<file path="src/rtl/flash_cmd_pkg.sv">
package flash_cmd_pkg;
  typedef enum logic [3:0] {
    S_READ, S_UNL1, S_UNL2, S_PROG, S_ER1, S_ER2, S_ER3,
    S_BYP, S_BYP_PROG, S_BYP_RST
  } seq_state_e;

  localparam logic [7:0] CMD_KEY1     = 8'hAA;
  localparam logic [7:0] CMD_KEY2     = 8'h55;
  localparam logic [7:0] CMD_PROG     = 8'hA0;
  localparam logic [7:0] CMD_FAST     = 8'h20;
  localparam logic [7:0] CMD_ERASE    = 8'h80;
  localparam logic [7:0] CMD_BULK     = 8'h10;
  localparam logic [7:0] CMD_FAST_X1  = 8'h90;
  localparam logic [7:0] CMD_FAST_X2  = 8'h00;
  localparam logic [7:0] ERASE_DATA   = 8'hFF;
endpackage

</file>
<file path="src/rtl/flash_cmd_seq.sv">
module flash_cmd_seq
  import flash_cmd_pkg::*;
#(
  parameter int AW = 16,
  parameter int unsigned UNL_ADDR_A = 'h555,
  parameter int unsigned UNL_ADDR_B = 'hAAA
)(
  input  logic          clk_i,
  input  logic          rst_ni,
  input  logic          wr_i,
  input  logic [AW-1:0] addr_i,
  input  logic [7:0]    data_i,
  output logic          prog_req_o,
  output logic          erase_req_o,
  output logic          bypass_o
);
  localparam logic [AW-1:0] ADDR_A = AW'(UNL_ADDR_A);
  localparam logic [AW-1:0] ADDR_B = AW'(UNL_ADDR_B);

  seq_state_e state_q, state_d;
  logic key1_ok, key2_ok;

  assign key1_ok = (data_i == CMD_KEY1) && (addr_i == ADDR_A);
  assign key2_ok = (data_i == CMD_KEY2) && (addr_i == ADDR_B);

  always_comb begin
    state_d     = state_q;
    prog_req_o  = 1'b0;
    erase_req_o = 1'b0;
    if (wr_i) begin
      unique case (state_q)
        S_READ: if (key1_ok) state_d = S_UNL1;
        S_UNL1: state_d = key2_ok ? S_UNL2 : S_READ;
        S_UNL2: begin
          unique case (data_i)
            CMD_PROG:  state_d = S_PROG;
            CMD_FAST:  state_d = S_BYP;
            CMD_ERASE: state_d = S_ER1;
            default:   state_d = S_READ;
          endcase
        end
        S_PROG: begin
          prog_req_o = 1'b1;
          state_d    = S_READ;
        end
        S_ER1: state_d = key1_ok ? S_ER2 : S_READ;
        S_ER2: state_d = key2_ok ? S_ER3 : S_READ;
        S_ER3: begin
          erase_req_o = (data_i == CMD_BULK);
          state_d     = S_READ;
        end
        // fast mode: anything but the two legal commands is dropped
        S_BYP: begin
          if (data_i == CMD_PROG)         state_d = S_BYP_PROG;
          else if (data_i == CMD_FAST_X1) state_d = S_BYP_RST;
        end
        S_BYP_PROG: begin
          prog_req_o = 1'b1;
          state_d    = S_BYP;
        end
        S_BYP_RST: state_d = (data_i == CMD_FAST_X2) ? S_READ : S_BYP;
        default:   state_d = S_READ;
      endcase
    end
  end

  always_ff @(posedge clk_i or negedge rst_ni) begin
    if (!rst_ni) state_q <= S_READ;
    else         state_q <= state_d;
  end

  assign bypass_o = (state_q == S_BYP) || (state_q == S_BYP_PROG) ||
                    (state_q == S_BYP_RST);
endmodule

</file>
<file path="src/rtl/flash_cmd_stat.sv">
module flash_cmd_stat
  import flash_cmd_pkg::*;
#(
  parameter int AW = 16,
  parameter int BW = 1
)(
  input  logic          clk_i,
  input  logic          rst_ni,
  input  logic          wr_i,
  input  logic          start_prog_i,
  input  logic          start_erase_i,
  input  logic [BW-1:0] bank_i,
  input  logic [AW-1:0] addr_i,
  input  logic [7:0]    data_i,
  input  logic          rd_i,
  input  logic [7:0]    array_data_i,
  input  logic          done_i,
  input  logic          fail_i,
  output logic          prog_start_o,
  output logic          erase_start_o,
  output logic [BW-1:0] op_bank_o,
  output logic [AW-1:0] op_addr_o,
  output logic [7:0]    op_data_o,
  output logic          ready_o,
  output logic          blocked_o,
  output logic [7:0]    rd_data_o
);
  logic          busy_q, err_q, tog_q, prog_q, erase_q;
  logic [BW-1:0] bank_q;
  logic [AW-1:0] addr_q;
  logic [7:0]    data_q;
  logic          start, status_sel;

  assign start      = start_prog_i | start_erase_i;
  assign status_sel = (busy_q | err_q) && (bank_i == bank_q);

  always_ff @(posedge clk_i or negedge rst_ni) begin
    if (!rst_ni) begin
      busy_q  <= 1'b0;
      err_q   <= 1'b0;
      prog_q  <= 1'b0;
      erase_q <= 1'b0;
      bank_q  <= '0;
      addr_q  <= '0;
      data_q  <= '0;
    end else begin
      prog_q  <= start_prog_i;
      erase_q <= start_erase_i;
      if (start) begin
        busy_q <= 1'b1;
        bank_q <= bank_i;
        addr_q <= start_erase_i ? '0 : addr_i;
        data_q <= start_erase_i ? ERASE_DATA : data_i;
      end else if (busy_q && done_i) begin
        busy_q <= 1'b0;
        err_q  <= fail_i;
      end else if (err_q && wr_i) begin
        err_q <= 1'b0;
      end
    end
  end

  always_ff @(posedge clk_i or negedge rst_ni) begin
    if (!rst_ni)                 tog_q <= 1'b0;
    else if (start)              tog_q <= 1'b0;
    else if (rd_i && status_sel) tog_q <= ~tog_q;
  end

  assign rd_data_o     = status_sel ? {~data_q[7], tog_q, err_q, array_data_i[4:0]}
                                    : array_data_i;
  assign prog_start_o  = prog_q;
  assign erase_start_o = erase_q;
  assign op_bank_o     = bank_q;
  assign op_addr_o     = addr_q;
  assign op_data_o     = data_q;
  assign ready_o       = ~busy_q;
  assign blocked_o     = busy_q | err_q;
endmodule

</file>
<file path="src/rtl/flash_cmd_dec.sv">
module flash_cmd_dec #(
  parameter int NB = 2,
  parameter int AW = 16,
  parameter int unsigned UNL_ADDR_A = 'h555,
  parameter int unsigned UNL_ADDR_B = 'hAAA,
  localparam int BW = (NB > 1) ? $clog2(NB) : 1
)(
  input  logic          clk_i,
  input  logic          rst_ni,
  input  logic          wr_i,
  input  logic [BW-1:0] bank_i,
  input  logic [AW-1:0] addr_i,
  input  logic [7:0]    data_i,
  input  logic          rd_i,
  input  logic [7:0]    array_data_i,
  input  logic          done_i,
  input  logic          fail_i,
  output logic          prog_start_o,
  output logic          erase_start_o,
  output logic [BW-1:0] op_bank_o,
  output logic [AW-1:0] op_addr_o,
  output logic [7:0]    op_data_o,
  output logic [NB-1:0] bypass_o,
  output logic          ready_o,
  output logic [7:0]    rd_data_o
);
  logic          blocked, accept;
  logic [NB-1:0] bank_wr, prog_vec, erase_vec;

  assign accept = wr_i & ~blocked;

  for (genvar g = 0; g < NB; g++) begin : g_bank
    assign bank_wr[g] = accept && (bank_i == BW'(g));
    flash_cmd_seq #(
      .AW(AW), .UNL_ADDR_A(UNL_ADDR_A), .UNL_ADDR_B(UNL_ADDR_B)
    ) seq_i (
      .clk_i      (clk_i),
      .rst_ni     (rst_ni),
      .wr_i       (bank_wr[g]),
      .addr_i     (addr_i),
      .data_i     (data_i),
      .prog_req_o (prog_vec[g]),
      .erase_req_o(erase_vec[g]),
      .bypass_o   (bypass_o[g])
    );
  end

  flash_cmd_stat #(.AW(AW), .BW(BW)) stat_i (
    .clk_i        (clk_i),
    .rst_ni       (rst_ni),
    .wr_i         (wr_i),
    .start_prog_i (|prog_vec),
    .start_erase_i(|erase_vec),
    .bank_i       (bank_i),
    .addr_i       (addr_i),
    .data_i       (data_i),
    .rd_i         (rd_i),
    .array_data_i (array_data_i),
    .done_i       (done_i),
    .fail_i       (fail_i),
    .prog_start_o (prog_start_o),
    .erase_start_o(erase_start_o),
    .op_bank_o    (op_bank_o),
    .op_addr_o    (op_addr_o),
    .op_data_o    (op_data_o),
    .ready_o      (ready_o),
    .blocked_o    (blocked),
    .rd_data_o    (rd_data_o)
  );
endmodule

</file>
<file path="config.mk">
export PLATFORM = sky130hd
export DESIGN_NAME = flash_cmd_dec
export DESIGN_NICKNAME = d
export VERILOG_FILES = /design/src/rtl/flash_cmd_pkg.sv /design/src/rtl/flash_cmd_seq.sv /design/src/rtl/flash_cmd_stat.sv /design/src/rtl/flash_cmd_dec.sv
export SDC_FILE = /design/constraint.sdc
export NUM_CORES = 1
export LEC_CHECK = 0
export BUFFER_PORTS_ARGS = -buffer_cell sky130_fd_sc_hd__buf_4
export CAP_MARGIN = 20
export CORE_MARGIN = 2
export CORE_UTILIZATION = 56
export DETAILED_ROUTE_END_ITERATION = 10
export MAX_ROUTING_LAYER = met4
export PLACE_DENSITY = 0.87
export SLEW_MARGIN = 40
export SYNTH_ARGS = -nofsm -noshare
export SYNTH_HDL_FRONTEND = slang
export SYNTH_HIERARCHICAL = 1
export SYNTH_SLANG_ARGS = --single-unit
</file>
<file path="constraint.sdc">
create_clock -name clk_i -period 5.05 [get_ports clk_i]
set_clock_uncertainty 0.15 [all_clocks]
set_input_delay 0.505 -clock clk_i [delete_from_list [all_inputs] [get_ports clk_i]]
set_output_delay 0.505 -clock clk_i [all_outputs]
set_load 0.1 [all_outputs]
</file>
==> metrics <==
crit start category=flop; PD cells=246 mW/mm^2; Post-synth ARST share=100%; vias=2298; CTS Sinks=38; vias in the first global route=2198; min Tclk post-route=2510 ps; status=complete, no violations; Final Cycle Share=49.6%; PortBufs=66; starting DRC count in detailed routing=183; DR vias/cell=6.18; Filler cells=353; share of the yosys chip area belonging to registers=38.2%; Std-Cell Rows=24; Synth area leaders=dfrtp_1, mux2i_1, nor2_1; area of the multi-input gates=0.00142 mm^2; Design Power=747 uW; crit end category=flop; Total Neg Setup Slack=0 ps; WP data required=5070 ps; FF+latch count, synth=38; Fmax=399 MHz; Die Y-Extent=70.7 um; WP data arrival=2530 ps; largest net degree at the start of global routing=39; Initial Util=57.6%; register area=951 um^2; Routed WL per cell=16.4 um; mapped cell area=0.00249 mm^2; global route overflow=0; Final Routed Wirelength=6.11 mm; share of the synthesized area in the top cell type=38.2%; count leader, synth=dfrtp_1; max-cap violations=0; Core Region=0.00432 mm^2; die area=0.00500 mm^2; ANT cells=0; Clock Path Buffers=2; clock slew at reported path FFs=70 ps; most instantiated cells after synthesis=dfrtp_1, nor2_1, mux2i_1, nand2_1, nor2b_1; share of cells above drive strength 1=26.6%; DRC=0; first-pass GRT wire length=10.2 mm; Slew @ Worst Pin=530 ps; static leakage=0.00138 uW; Setup Buffers After CTS=0; Clk Latency, worst-skew pair=290 ps; post-synth top area cell=dfrtp_1; drt pass-1 iters=4; combinational power share=27.5%; chip width=70.7 um; WL met3=479 um; Internal Power=484 uW; Post-Synthesis Cells=263; CTS tree=yes; Pins Over Slew Limit=0; antenna violations before repair=0; Num CTS Buffers=5; CP max FO=32; number of synthesized flops with an enable pin=0; Distinct cells, synth=49; Hold WC Path Type=in -> async; remaining antenna violation count after routing=0; net count after synthesis=302; Psw=263 uW; clock root cell=clkbuf_8; hpwl dp=4.53 mm; Hold Fails Final Rpt=0; met2 WL post-DR=2.97 mm; Total GRT Usage=26.3%; nets=358; M1 WL=2.52 mm; H-Tree Depth=2; maximum VDD drop=0.150 mV; Net Sw Frac=35.1%; RSZ-0062 raised after global routing=false; Clock Power Share=28.4%; power share of the sequential group=44.1%; hold bufs inserted after CTS=0; DR top layer=met4; Top-Level Pins=77; PostCTS Resize Cnt=0; count of final setup violators=0; critical path type=reg -> reg; P&R area growth vs syn=22.1%; Final Wtd Congestion=0.943; Syn Area/Cell=9.47 um^2; Top FF cell, synth=dfrtp_1; Synth warnings=6; relative slew slack=64.4%
[through the flow]
step | std cells | setup WS [ps] | cell area [um^2] | utilization [%] | hold slack (ps)
after global placement | 364 | 2400 | 2950 | 68.2 | 344
after global routing | 372 | 2300 | 3040 | 70.3 | 58.9
final | 372 | 2540 | 3040 | 70.3 | 19.1
after CTS | 372 | 2540 | 3040 | 70.3 | 31.6
after floorplan | 263 | 962 | 2490 | - | 59.4
after detailed placement | 364 | 2290 | 2950 | 68.2 | 350
[area by class of cell]
class	instances	share of cell area [%]
repair buffers	68	16.8
well taps	52	2.14
clock buffers	7	2.84
multi-input cells	204	46.5
flip-flops and latches	38	31.3
inverters	2	0.247
clock inverters	1	0.165
[state kept, by name, indices dropped and copies added, names as in the netlist]
| signal | flops |
|---|---|
| stat_i/op_addr_o | 16 |
| g_bank.seq_i/state_q | 8 |
| stat_i/op_data_o | 8 |
| stat_i/busy_q | 1 |
| stat_i/erase_start_o | 1 |
| stat_i/err_q | 1 |
| stat_i/op_bank_o | 1 |
| stat_i/prog_start_o | 1 |
| stat_i/tog_q | 1 |
[critical path, stage by stage (launching register included)]
cell and delay (ps):
dfrtp_1 420, nor2_1 230, inv_1 100, and3b_1 280
nor3b_1 210, or2_1 200, buf_4 400, nor2b_1 90
a211o_1 290
[cells by family (layout without fill, tap and decap cells)]
family                    Yosys count  after routing  synth area share, %
AOI/OAI and AO/OA                  52             52                 15.6
buffers and inverters              21             78                 4.97
muxes                              19             19                 7.79
xor gates and xnor gates            5              5                 2.06
and+or+nand+nor                   128            128                 31.4
DFF                                38             38                 38.2
[cell usage in the layout, fill, tap and decap left out, types with 3 or more instances in the layout]
cell / netlist / routed
a211o_1: 8 / 8
a21oi_1: 9 / 9
a22o_1: 6 / 6
and3_1: 4 / 4
buf_4: 5 / 68
clkbuf_8: 0 / 6
dfrtp_1: 38 / 38
mux2_1: 3 / 3
mux2i_1: 16 / 16
nand2_1: 15 / 15
nand2b_1: 4 / 4
nand3_1: 4 / 4
nand4_1: 3 / 3
nand4b_1: 6 / 6
nor2_1: 37 / 37
nor2b_1: 10 / 10
nor3_1: 6 / 6
nor4_1: 4 / 4
nor4b_1: 6 / 6
o211ai_1: 4 / 4
o21ai_0: 6 / 6
o31ai_1: 4 / 4
or3_1: 5 / 5
or3b_1: 4 / 4
[routing by layer]
metal  vias up  GRT usage, %
met5         -             -
met4         0          11.1
met3        13          4.84
met2       119          40.5
met1      1074          34.1
li1       1092             -
[final timing paths]
kind	startpoint	end	slack [ps]	cells past startpoint
max	stat_i/busy_q	stat_i/op_data_o[4]	2540	8
min	rst_ni	stat_i/op_data_o[2]	20	1
max reg2reg	stat_i/busy_q	stat_i/op_data_o[4]	2540	8
min reg2reg	stat_i/op_addr_o[14]	stat_i/op_addr_o[14]	380	2
max in group asynchronous	rst_ni	stat_i/op_addr_o[13]	4390	1
min in group clk_i	done_i	stat_i/busy_q	280	2
[power groups by stage]
stage	sequential (uW)	combinational, uW	clock (uW)
detailed placement	335	206	0
CTS	329	206	220
global route	331	216	230
finish	329	205	212
global placement	335	203	0
floorplan	422	65.7	0
No activity file was read; power rests on OpenSTA's default activity.
